<file path="src/rtl/ring_dma_pkg.sv">
package ring_dma_pkg;
  typedef enum logic [2:0] {
    ST_IDLE,
    ST_DESC0,
    ST_DESC1,
    ST_READ,
    ST_PUSH,
    ST_DONE
  } walk_st_e;

  localparam logic [1:0] RA_BASE = 2'd0;
  localparam logic [1:0] RA_LAST = 2'd1;
  localparam logic [1:0] RA_CTRL = 2'd2;
  localparam logic [1:0] RA_STAT = 2'd3;

  localparam int CTRL_RUN  = 0;
  localparam int CTRL_WIDE = 1;
  localparam int STAT_END  = 8;
  localparam int STAT_IRQ  = 9;
endpackage

</file>
<file path="src/rtl/ring_dma_rst_sync.sv">
module ring_dma_rst_sync #(
  parameter int STAGES = 2
) (
  input  logic clk,
  input  logic rst_n,
  output logic rst_sync_n
);
  logic [STAGES-1:0] chain_q;

  always_ff @(posedge clk or negedge rst_n) begin
    if (!rst_n) chain_q <= '0;
    else        chain_q <= {chain_q[STAGES-2:0], 1'b1};
  end

  assign rst_sync_n = chain_q[STAGES-1];
endmodule

</file>
<file path="src/rtl/ring_dma_regs.sv">
module ring_dma_regs
  import ring_dma_pkg::*;
#(
  parameter int ADDR_W = 32,
  parameter int IDX_W  = 5
) (
  input  logic              clk,
  input  logic              rst_n,
  input  logic              reg_we,
  input  logic [1:0]        reg_addr,
  input  logic [31:0]       reg_wdata,
  output logic [31:0]       reg_rdata,
  input  logic [IDX_W-1:0]  cur_idx,
  input  logic              end_flag,
  input  logic              done_ioc,
  output logic [ADDR_W-1:0] base_q,
  output logic [IDX_W-1:0]  lvi_q,
  output logic [IDX_W-1:0]  lvi_nxt,
  output logic              lvi_wr,
  output logic              run,
  output logic              wide,
  output logic              irq
);
  localparam int ALIGN_W = 3;

  logic              wr_base, wr_ctrl, wr_stat;
  logic [ADDR_W-1:0] base_n;
  logic              run_n, wide_n, irq_n;

  always_comb begin
    wr_base = reg_we && (reg_addr == RA_BASE);
    lvi_wr  = reg_we && (reg_addr == RA_LAST);
    wr_ctrl = reg_we && (reg_addr == RA_CTRL);
    wr_stat = reg_we && (reg_addr == RA_STAT);
    base_n  = {reg_wdata[ADDR_W-1:ALIGN_W], {ALIGN_W{1'b0}}};
    lvi_nxt = lvi_wr ? reg_wdata[IDX_W-1:0] : lvi_q;
    run_n   = reg_wdata[CTRL_RUN];
    wide_n  = reg_wdata[CTRL_WIDE];
    irq_n   = done_ioc | (irq & ~(wr_stat & reg_wdata[STAT_IRQ]));
  end

  always_ff @(posedge clk or negedge rst_n) begin
    if (!rst_n) begin
      base_q <= '0;
      lvi_q  <= '0;
      run    <= 1'b0;
      wide   <= 1'b0;
      irq    <= 1'b0;
    end else begin
      if (wr_base) base_q <= base_n;
      if (lvi_wr)  lvi_q  <= lvi_nxt;
      if (wr_ctrl) begin
        run  <= run_n;
        wide <= wide_n;
      end
      irq <= irq_n;
    end
  end

  always_comb begin
    reg_rdata = '0;
    unique case (reg_addr)
      RA_BASE: reg_rdata = 32'(base_q);
      RA_LAST: reg_rdata[IDX_W-1:0] = lvi_q;
      RA_CTRL: begin
        reg_rdata[CTRL_RUN]  = run;
        reg_rdata[CTRL_WIDE] = wide;
      end
      default: begin
        reg_rdata[IDX_W-1:0] = cur_idx;
        reg_rdata[STAT_END]  = end_flag;
        reg_rdata[STAT_IRQ]  = irq;
      end
    endcase
  end


  irq_set_wins_chk: assert property (@(posedge clk) disable iff (!rst_n)
    done_ioc |=> irq);


  irq_source_chk: assert property (@(posedge clk) disable iff (!rst_n)
    $rose(irq) |-> $past(done_ioc));
endmodule

</file>
<file path="src/rtl/ring_dma_walker.sv">
module ring_dma_walker
  import ring_dma_pkg::*;
#(
  parameter int ADDR_W = 32,
  parameter int IDX_W  = 5,
  parameter int LEN_W  = 16
) (
  input  logic              clk,
  input  logic              rst_n,
  input  logic              run,
  input  logic              wide,
  input  logic [ADDR_W-1:0] base,
  input  logic [IDX_W-1:0]  lvi_nxt,
  input  logic              lvi_wr,
  output logic              mem_req,
  output logic [ADDR_W-1:0] mem_addr,
  input  logic              mem_ack,
  input  logic [31:0]       mem_rdata,
  input  logic              fifo_full,
  output logic              push,
  output logic [31:0]       hold_word,
  output logic              half_sel,
  output logic [IDX_W-1:0]  cur_idx,
  output logic              end_flag,
  output logic              done_ioc
);
  localparam int DESC_SHIFT = 3;
  localparam int IOC_BIT    = 31;

  walk_st_e          st_q, st_n;
  logic [IDX_W-1:0]  idx_n, idx_prev;
  logic              end_n;
  logic [ADDR_W-1:0] badr_q, badr_n, desc_addr;
  logic [LEN_W-1:0]  rem_q, rem_n;
  logic              ioc_q, ioc_n;
  logic [31:0]       hold_n;
  logic              half_n;
  logic              last_smp;

  always_comb begin
    desc_addr = base + (ADDR_W'(cur_idx) << DESC_SHIFT);
    idx_prev  = cur_idx - 1'b1;
    last_smp  = (rem_q == LEN_W'(1));
    mem_req   = run && ((st_q == ST_DESC0) || (st_q == ST_DESC1) || (st_q == ST_READ));
    push      = run && (st_q == ST_PUSH) && !fifo_full;
    unique case (st_q)
      ST_DESC0: mem_addr = desc_addr;
      ST_DESC1: mem_addr = desc_addr + ADDR_W'(4);
      ST_READ:  mem_addr = badr_q;
      default:  mem_addr = desc_addr;
    endcase
  end

  always_comb begin
    st_n     = st_q;
    idx_n    = cur_idx;
    end_n    = end_flag;
    badr_n   = badr_q;
    rem_n    = rem_q;
    ioc_n    = ioc_q;
    hold_n   = hold_word;
    half_n   = half_sel;
    done_ioc = 1'b0;
    if (lvi_wr) end_n = end_flag && (lvi_nxt == idx_prev);
    if (run) begin
      unique case (st_q)
        ST_IDLE: if (!end_flag) st_n = ST_DESC0;
        ST_DESC0: if (mem_ack) begin
          badr_n = {mem_rdata[ADDR_W-1:2], 2'b00};
          st_n   = ST_DESC1;
        end
        ST_DESC1: if (mem_ack) begin
          ioc_n = mem_rdata[IOC_BIT];
          rem_n = mem_rdata[LEN_W-1:0];
          st_n  = (mem_rdata[LEN_W-1:0] == '0) ? ST_DONE : ST_READ;
        end
        ST_READ: if (mem_ack) begin
          hold_n = mem_rdata;
          badr_n = badr_q + ADDR_W'(4);
          half_n = 1'b0;
          st_n   = ST_PUSH;
        end
        ST_PUSH: if (push) begin
          rem_n = rem_q - 1'b1;
          if (last_smp)              st_n = ST_DONE;
          else if (wide || half_sel) st_n = ST_READ;
          else                       half_n = 1'b1;
        end
        ST_DONE: begin
          idx_n    = cur_idx + 1'b1;
          end_n    = (cur_idx == lvi_nxt);
          done_ioc = ioc_q;
          st_n     = ST_IDLE;
        end
        default: st_n = ST_IDLE;
      endcase
    end
  end

  always_ff @(posedge clk or negedge rst_n) begin
    if (!rst_n) begin
      st_q      <= ST_IDLE;
      cur_idx   <= '0;
      end_flag  <= 1'b0;
      badr_q    <= '0;
      rem_q     <= '0;
      ioc_q     <= 1'b0;
      hold_word <= '0;
      half_sel  <= 1'b0;
    end else begin
      st_q      <= st_n;
      cur_idx   <= idx_n;
      end_flag  <= end_n;
      badr_q    <= badr_n;
      rem_q     <= rem_n;
      ioc_q     <= ioc_n;
      hold_word <= hold_n;
      half_sel  <= half_n;
    end
  end


  addr_hold_chk: assert property (@(posedge clk) disable iff (!rst_n)
    mem_req && !mem_ack |=> !mem_req || $stable(mem_addr));


  end_no_fetch_chk: assert property (@(posedge clk) disable iff (!rst_n)
    end_flag && !lvi_wr |=> !mem_req);


  pause_freeze_chk: assert property (@(posedge clk) disable iff (!rst_n)
    !run |=> $stable(cur_idx) && $stable(rem_q) && $stable(badr_q));


  idx_step_chk: assert property (@(posedge clk) disable iff (!rst_n)
    !$stable(cur_idx) |-> cur_idx == IDX_W'($past(cur_idx) + 1'b1));
endmodule

</file>
<file path="src/rtl/ring_dma_pack.sv">
module ring_dma_pack #(
  parameter int SAMPLE_W = 20,
  parameter int NARROW_W = 16
) (
  input  logic [2*NARROW_W-1:0] hold_word,
  input  logic                  half_sel,
  input  logic                  wide,
  output logic [SAMPLE_W-1:0]   sample
);
  logic [NARROW_W-1:0] half_w;
  logic [SAMPLE_W-1:0] narrow_s;

  assign half_w = half_sel ? hold_word[2*NARROW_W-1:NARROW_W] : hold_word[NARROW_W-1:0];

  generate
    if (SAMPLE_W > NARROW_W) begin : g_pad
      assign narrow_s = {half_w, {(SAMPLE_W-NARROW_W){1'b0}}};
    end else begin : g_trunc
      assign narrow_s = half_w[NARROW_W-1 -: SAMPLE_W];
    end
  endgenerate

  assign sample = wide ? hold_word[SAMPLE_W-1:0] : narrow_s;
endmodule

</file>
<file path="src/rtl/ring_dma_engine.sv">
module ring_dma_engine #(
  parameter int ADDR_W   = 32,
  parameter int IDX_W    = 5,
  parameter int LEN_W    = 16,
  parameter int SAMPLE_W = 20,
  parameter int NARROW_W = 16
) (
  input  logic                clk,
  input  logic                rst_n,
  input  logic                reg_we,
  input  logic [1:0]          reg_addr,
  input  logic [31:0]         reg_wdata,
  output logic [31:0]         reg_rdata,
  output logic                mem_req,
  output logic [ADDR_W-1:0]   mem_addr,
  input  logic                mem_ack,
  input  logic [31:0]         mem_rdata,
  output logic                fifo_push,
  output logic [SAMPLE_W-1:0] fifo_data,
  input  logic                fifo_full,
  output logic                irq
);
  logic              rst_sync_n;
  logic [ADDR_W-1:0] base_q;
  logic [IDX_W-1:0]  lvi_q, lvi_nxt, cur_idx;
  logic              lvi_wr, run, wide, end_flag, done_ioc, half_sel;
  logic [31:0]       hold_word;

  ring_dma_rst_sync #(.STAGES(2)) u_rst (
    .clk        (clk),
    .rst_n      (rst_n),
    .rst_sync_n (rst_sync_n)
  );

  ring_dma_regs #(.ADDR_W(ADDR_W), .IDX_W(IDX_W)) u_regs (
    .clk       (clk),
    .rst_n     (rst_sync_n),
    .reg_we    (reg_we),
    .reg_addr  (reg_addr),
    .reg_wdata (reg_wdata),
    .reg_rdata (reg_rdata),
    .cur_idx   (cur_idx),
    .end_flag  (end_flag),
    .done_ioc  (done_ioc),
    .base_q    (base_q),
    .lvi_q     (lvi_q),
    .lvi_nxt   (lvi_nxt),
    .lvi_wr    (lvi_wr),
    .run       (run),
    .wide      (wide),
    .irq       (irq)
  );

  ring_dma_walker #(.ADDR_W(ADDR_W), .IDX_W(IDX_W), .LEN_W(LEN_W)) u_walk (
    .clk       (clk),
    .rst_n     (rst_sync_n),
    .run       (run),
    .wide      (wide),
    .base      (base_q),
    .lvi_nxt   (lvi_nxt),
    .lvi_wr    (lvi_wr),
    .mem_req   (mem_req),
    .mem_addr  (mem_addr),
    .mem_ack   (mem_ack),
    .mem_rdata (mem_rdata),
    .fifo_full (fifo_full),
    .push      (fifo_push),
    .hold_word (hold_word),
    .half_sel  (half_sel),
    .cur_idx   (cur_idx),
    .end_flag  (end_flag),
    .done_ioc  (done_ioc)
  );

  ring_dma_pack #(.SAMPLE_W(SAMPLE_W), .NARROW_W(NARROW_W)) u_pack (
    .hold_word (hold_word),
    .half_sel  (half_sel),
    .wide      (wide),
    .sample    (fifo_data)
  );


  no_push_when_full_chk: assert property (@(posedge clk) disable iff (!rst_sync_n)
    fifo_full |-> !fifo_push);


  paused_quiet_chk: assert property (@(posedge clk) disable iff (!rst_sync_n)
    $fell(reg_rdata[0]) && (reg_addr == 2'd2) |-> !mem_req && !fifo_push);
endmodule

</file>
<file path="config.mk">
export PLATFORM = sky130hd
export DESIGN_NAME = ring_dma_engine
export DESIGN_NICKNAME = d
export VERILOG_FILES = /design/src/rtl/ring_dma_pkg.sv /design/src/rtl/ring_dma_rst_sync.sv /design/src/rtl/ring_dma_regs.sv /design/src/rtl/ring_dma_walker.sv /design/src/rtl/ring_dma_pack.sv /design/src/rtl/ring_dma_engine.sv
export SDC_FILE = /design/constraint.sdc
export NUM_CORES = 1
export LEC_CHECK = 0
export BUFFER_PORTS_ARGS = -buffer_cell sky130_fd_sc_hd__buf_2
export CAP_MARGIN = 30
export CORE_MARGIN = 2
export CORE_UTILIZATION = 40
export DETAILED_ROUTE_END_ITERATION = 8
export SYNTH_ARGS = -nofsm -noshare
export SYNTH_HDL_FRONTEND = slang
export SYNTH_SLANG_ARGS = --single-unit
</file>
<file path="constraint.sdc">
create_clock -name clk -period 6.4 [get_ports clk]
set_input_delay 1.28 -clock clk [delete_from_list [all_inputs] [get_ports clk]]
set_output_delay 1.28 -clock clk [all_outputs]
set_load 0.005 [all_outputs]
</file>
==> results of run 1 <==
-- metal layers --
| metal | wire [microns] | vias up | GRT usage [%] |
|---|---|---|---|
| met5 | 0 | - | 0 |
| met4 | 308 | 0 | 6.69 |
| met3 | 1580 | 22 | 4.48 |
| met2 | 10500 | 251 | 34.5 |
| met1 | 10900 | 3451 | 33.5 |
| li1 | - | 3570 | - |
-- critical path, delay by kind of cell, from the launching register on --
kind	cells	cell delay [ns]
DFF	1	0.48
adders and majority gates	2	0.64
buffers and inverters	3	0.41
and+or+nand+nor	2	0.47
AOI/OAI and AO/OA	4	0.60
-- where the power goes --
part | total (uW) | switching, uW | internal [uW]
combinational | 1580 | 886 | 696
clock | 1060 | 374 | 689
sequential | 1500 | 400 | 1100
-- metrics by stage --
step	util (%)	setup slack (ns)	cell area, sq um	power [uW]	instances
6_report	49.0	2.10	9540	4150	1340
4_1_cts	48.9	2.09	9520	4150	1339
2_1_floorplan	-	2.57	7930	2480	939
3_5_place_dp	45.6	2.57	8870	3070	1307
5_1_grt	49.0	1.92	9540	4470	1340
3_3_place_gp	45.6	2.67	8870	3050	1307
-- cells by family after synthesis --
logic type,Yosys count,share of synthesized area [%]
AND/OR/NAND/NOR,396,23.8
AO/OA/AOI/OAI,227,17.5
flip-flops,128,40.4
buffers and inverters,77,3.99
multiplexers,58,7.94
XOR/XNOR,39,4.48
adder cells (fa/ha/maj),11,1.83
other,2,0.0947
-- Yosys cell counts, drive strengths merged (7+ instances only) --
cell type	number	area share (%)
nor4	8	0.82
o22ai	9	0.71
a21oi	55	3.5
xor2	28	3.1
o21ai	80	5.0
mux2	36	5.1
a31oi	12	0.95
clkbuf	39	1.8
mux2i	22	2.8
and2	34	2.7
inv	15	0.71
a22oi	7	0.66
nand4	13	1.2
nor2	76	3.6
buf	23	1.4
xnor2	10	1.1
ha	10	1.6
dfrtp	128	40
nor3	19	1.3
nand3	29	1.8
a22o	8	0.88
nand2	172	8.1
o211ai	12	1.1
and3	14	1.1
-- state kept, by name, indices dropped and copies added (netlist names) --
register and count:
u_walk.st_q 3, u_walk.hold_word 32, u_walk.ioc_q 1, u_walk.badr_q 30, u_walk.half_sel 1, u_regs.base_q 29, u_regs.run 1, u_walk.cur_idx 5
u_regs.irq 1, u_walk.rem_q 16, u_rst.chain_q 2, u_regs.wide 1, u_regs.lvi_q 5, u_walk.end_flag 1
-- final timing paths --
check | from | endpoint | slack [ns]
worst max-delay path | u_walk.cur_idx[0] | mem_addr[25] | 2.10
worst min-delay path | u_rst.chain_q[0] | u_rst.chain_q[1] | 0.35
worst max register to register | u_walk.st_q[0] | u_walk.badr_q[31] | 3.31
worst min register to register | u_rst.chain_q[0] | u_rst.chain_q[1] | 0.35
max in group asynchronous | u_rst.chain_q[1] | u_walk.hold_word[21] | 4.57
min in group asynchronous | u_rst.chain_q[1] | u_walk.cur_idx[2] | 0.44
-- area by class of cell --
type | instances | area, sq um
multi-input combinational | 734 | 4430
sequential | 128 | 3210
clock buffer | 17 | 425
inverter | 15 | 56.3
clock inverter | 15 | 216
timing repair buffer | 166 | 878
fill | 1877 | 9920
tap | 265 | 332
==> results.md, run 1 <==
- Sequential area share after synthesis: 40.4%
- Status: finished, final reports clean
- Hold-fix buffers, CTS: 0
- DRC: 0
- R2R cell count: 6
- ANT nets after route: 0
- Clk slew on worst S/H paths: 0.06 ns
- Slew @ Worst Pin: 1.01 ns
- Initial core utilization: 40.7%
- Initial drt markers: 496
- CP startpoint kind: register
- Critical Path Max Stage Delay: 0.48 ns
- First-pass GRT wire length: 37400 microns
- Worst Path Required: 5.12 ns
- CTS H-tree depth: 4
- Max-slew violation count: 0
- Via/cell ratio: 5.44
- Post-cts sizing count: 0
- CTS max path bufs: 2
- Cells after Synth: 938
- Pin count of the biggest net entering global routing: 67
- Worst Path Max Fanout: 12
- Gp weighted congestion: 0.863
- DRT Pass-1 Iters: 5
- Chip width: 145 microns
- Post-CTS Setup Repair Bufs: 0
- WS Path Type: register to output pin
- Fmax achieved: 232 MHz
- WP data arrival: 3.02 ns
- Ys Warns: 0
- Syn avg cell area: 8.45 sq um
- HPWL after detailed placement: 16600 microns
- Worst Hold Depth: 0
- GR Overflow Total: 0
- Vias in the first global route: 6826
- Final Critical Period: 4.30 ns
- Flops & latches, synth: 128
- Tot GR Track Use: 22.9%
- CTS sink count: 128
- Worst min path class: register to register
- Crit path cell chain: ha_1 > inv_1 > fa_1 > nor2b_1 > o21ai_0 > a21boi_0 > buf_4 > o211ai_1 > or3_1 > a31oi_1 > buf_2
- Post-synthesis cell type count: 67
- Max-slew headroom: 32.2%
- Lkg Pwr: 0.00440 uW
- Synth-to-layout area growth: 20.4%
- Slowest CP cell: dfrtp_1
- WHS: 0.355 ns
- # nets final: 1144
- DIE AREA: 21000 sq um
- Final hold vios: 0
- Post-route clock period utilization: 67.3%
- Routed len/inst: 17.4 microns
- Num CTS Buffers: 17
- Share of cells above drive strength 1: 23.3%
- Post-route setup TNS: 0 ns
- Power density cells: 434 nW/um^2
- Root Buffer: clkbuf_16
- Port buffer count: 155
- Clk_skew: 0.00986 ns
- Die height: 145 microns
- Initial antenna violation count: 0
- Site row count: 51
- I/O Pins: 158
- Antenna diodes: 0
- VDD IR max: 0.215 mV
- Endpoint type of the worst setup path: output pin
- Total number of vias: 7294
- Synthesized cell area: 7930 sq um
- CTS tree: done
- Most common cell after layout, fill and taps aside: nand2_1
- Final setup vio count: 0
- Ys async rst share: 100%
- Clock Latency Late Sink: 0.42 ns
- EDFF count, synth: 0
- Most frequent cells in the layout: nand2_1, buf_2, dfrtp_1
- Core ar.: 19500 sq um
- Prevailing post-synth register cell: dfrtp_1
- RSZ-0062 raised after global routing: false
- MaxCap Viol Count: 0
- Routed WL: 23300 microns
Note: power is estimated with default switching activity, not from simulation.
==> run 2: changes to the inputs <==
clock period = 3.85 ns   (was 6.4 ns; I/O delays follow)
==> results.md, run 2 (synthesis results as in run 1) <==
- Status: finished, final reports clean
- Endpoint type of the worst setup path: output pin
- Initial antenna violation count: 0
- Total number of vias: 7336
- Worst path top cell family by delay: compound AO/OA/AOI/OAI gates
- Gp weighted congestion: 0.905
- Antenna diodes: 0
- Clock Latency Late Sink: 0.41 ns
- Share of cells above drive strength 1: 24.4%
- RR Endpoint: u_walk.hold_word[17]
- Most frequent cells in the layout: nand2_1, buf_2, dfrtp_1
- Via/cell ratio: 5.43
- MaxCap Viol Count: 0
- Final setup vio count: 0
- CTS H-tree depth: 4
- Placed inst area: 8950 sq um
- Setup slack, reg-to-reg: 1.46 ns
- Top Metal Used: met4
- VDD IR max: 0.348 mV
- Post-route setup TNS: 0 ns
- CTS sink count: 128
- Util after Layout: 49.4%
- DRT Pass-1 Iters: 5
- HPWL after detailed placement: 16900 microns
- Max-slew headroom: 32.8%
- Initial core utilization: 40.7%
- Vias in the first global route: 7039
- Largest Register: u_walk.hold_word
- WS Path Type: register to output pin
- Initial drt markers: 493
- Slew @ Worst Pin: 1.00 ns
- Port buffer count: 155
- Crit path cell chain: ha_1 > inv_1 > fa_2 > nor2b_1 > o21ai_1 > a21boi_2 > buf_4 > o211ai_1 > or3_1 > a31oi_1 > buf_2
- WP data arrival: 2.75 ns
- Worst Path Max Fanout: 6
- Worst min path class: input port to async pin
- DIE AREA: 21000 sq um
- Routed wl met3: 1570 microns
- WHS: 0.127 ns
- RR Startpoint: u_walk.st_q[0]
- GR Overflow Total: 0
- Worst Path Required: 3.08 ns
- Post-Layout Inst Area: 9610 sq um
- Max FFs per register: 32
- CTS tree: done
- First-pass GRT wire length: 37800 microns
- Largest registers: u_walk.hold_word (32), u_walk.badr_q (30), u_regs.base_q (29)
- Clk_skew: 0.0111 ns
- R2R cell count: 6
- Num CTS Buffers: 17
- Critical Path Max Stage Delay: 0.41 ns
- DRC: 0
- Routed WL: 23400 microns
- Slowest CP cell: dfrtp_2
- I/O Pins: 158
- Routed met1 length: 10900 microns
- Core ar.: 19500 sq um
- Pin count of the biggest net entering global routing: 93
- Root Buffer: clkbuf_16
- Most common cell after layout, fill and taps aside: nand2_1
- Lkg Pwr: 0.00444 uW
- Max-slew violation count: 0
- Post-route clock period utilization: 91.5%
- Fmax achieved: 284 MHz
- Power density cells: 713 nW/um^2
- Chip width: 145 microns
- Synth-to-layout area growth: 21.2%
- Met2 Wirelength: 10400 microns
- Routed len/inst: 17.3 microns
- Final hold vios: 0
- ANT nets after route: 0
- Tot GR Track Use: 23.0%
- CP startpoint kind: register
- Clk slew on worst S/H paths: 0.06 ns
- RSZ-0062 raised after global routing: false
- Power Total: 6850 uW
- CTS max path bufs: 2
- Buf+Inv Stages, Crit Path: 3
- Final Critical Period: 3.52 ns
- Die height: 145 microns
- Layout filler cell count: 1881
- Site row count: 51
- # nets final: 1155
-- run 2: cell types whose count changed in the layout (fill, tap and decap cells not counted), sizes merged --
cell / delta
buf: +10
bufinv: -3
clkbuf: +6
clkdlybuf4s15: +1
clkinv: -2
inv: -1
-- run 2: worst max-delay path by stage --
stage / depth (start not counted) / endpoint / slack, ns / start
finish: 11 / mem_addr[25] / 0.33 / u_walk.cur_idx[0]
global route: 11 / mem_addr[25] / 0.06 / u_walk.cur_idx[0]
CTS: 11 / mem_addr[25] / 0.05 / u_walk.cur_idx[0]
detailed placement: 11 / mem_addr[25] / 0.53 / u_walk.cur_idx[0]
global placement: 11 / mem_addr[25] / 0.59 / u_walk.cur_idx[0]
floorplan: 0 / u_regs.base_q[10] / 0.02 / u_rst.chain_q[1]
-- run 2: power breakdown --
group | internal, uW | total [uW] | switching [uW]
registers | 1830 | 2490 | 657
clock network | 1050 | 1660 | 602
logic | 1210 | 2710 | 1500
-- run 2: layout make-up --
| cell class | count | area (sq um) | area share (%) |
|---|---|---|---|
| clock buffer | 23 | 508 | 5.28 |
| clock inverter | 9 | 104 | 1.08 |
| inverter | 15 | 56.3 | 0.586 |
| multi-input combinational | 734 | 4440 | 46.1 |
| sequential | 128 | 3210 | 33.4 |
| tap | 265 | 332 | 3.45 |
| timing repair buffer | 177 | 970 | 10.1 |
-- run 2: repair_timing --
action | in CTS | in global routing
setup endpoints to repair | 0 | 9
gates resized for setup | 0 | 6
hold buffers | 0 | 0
buffers inserted | 0 | 4
-- run 2: through the flow --
| step | setup slack, ns | cells |
|---|---|---|
| after detailed placement | 0.530 | 1314 |
| after global routing | 0.0580 | 1351 |
| after CTS | 0.0526 | 1346 |
| after global placement | 0.590 | 1314 |
| after floorplan | 0.0198 | 939 |
| final | 0.325 | 1351 |
-- run 2: routing by layer --
metal | GRT usage [%] | up-vias
met4 | 6.54 | 0
met3 | 5.53 | 35
li1 | - | 3603
met5 | 0 | -
met1 | 33.3 | 3458
met2 | 34.4 | 240
-- run 2: worst register-to-register path, cell delays in order (launching register included) --
cell and delay [ns]:
dfrtp_1 0.57, inv_2 0.20, or3_1 0.66, nor2_2 0.30
buf_4 0.38, nand2_1 0.15, nand2_1 0.07
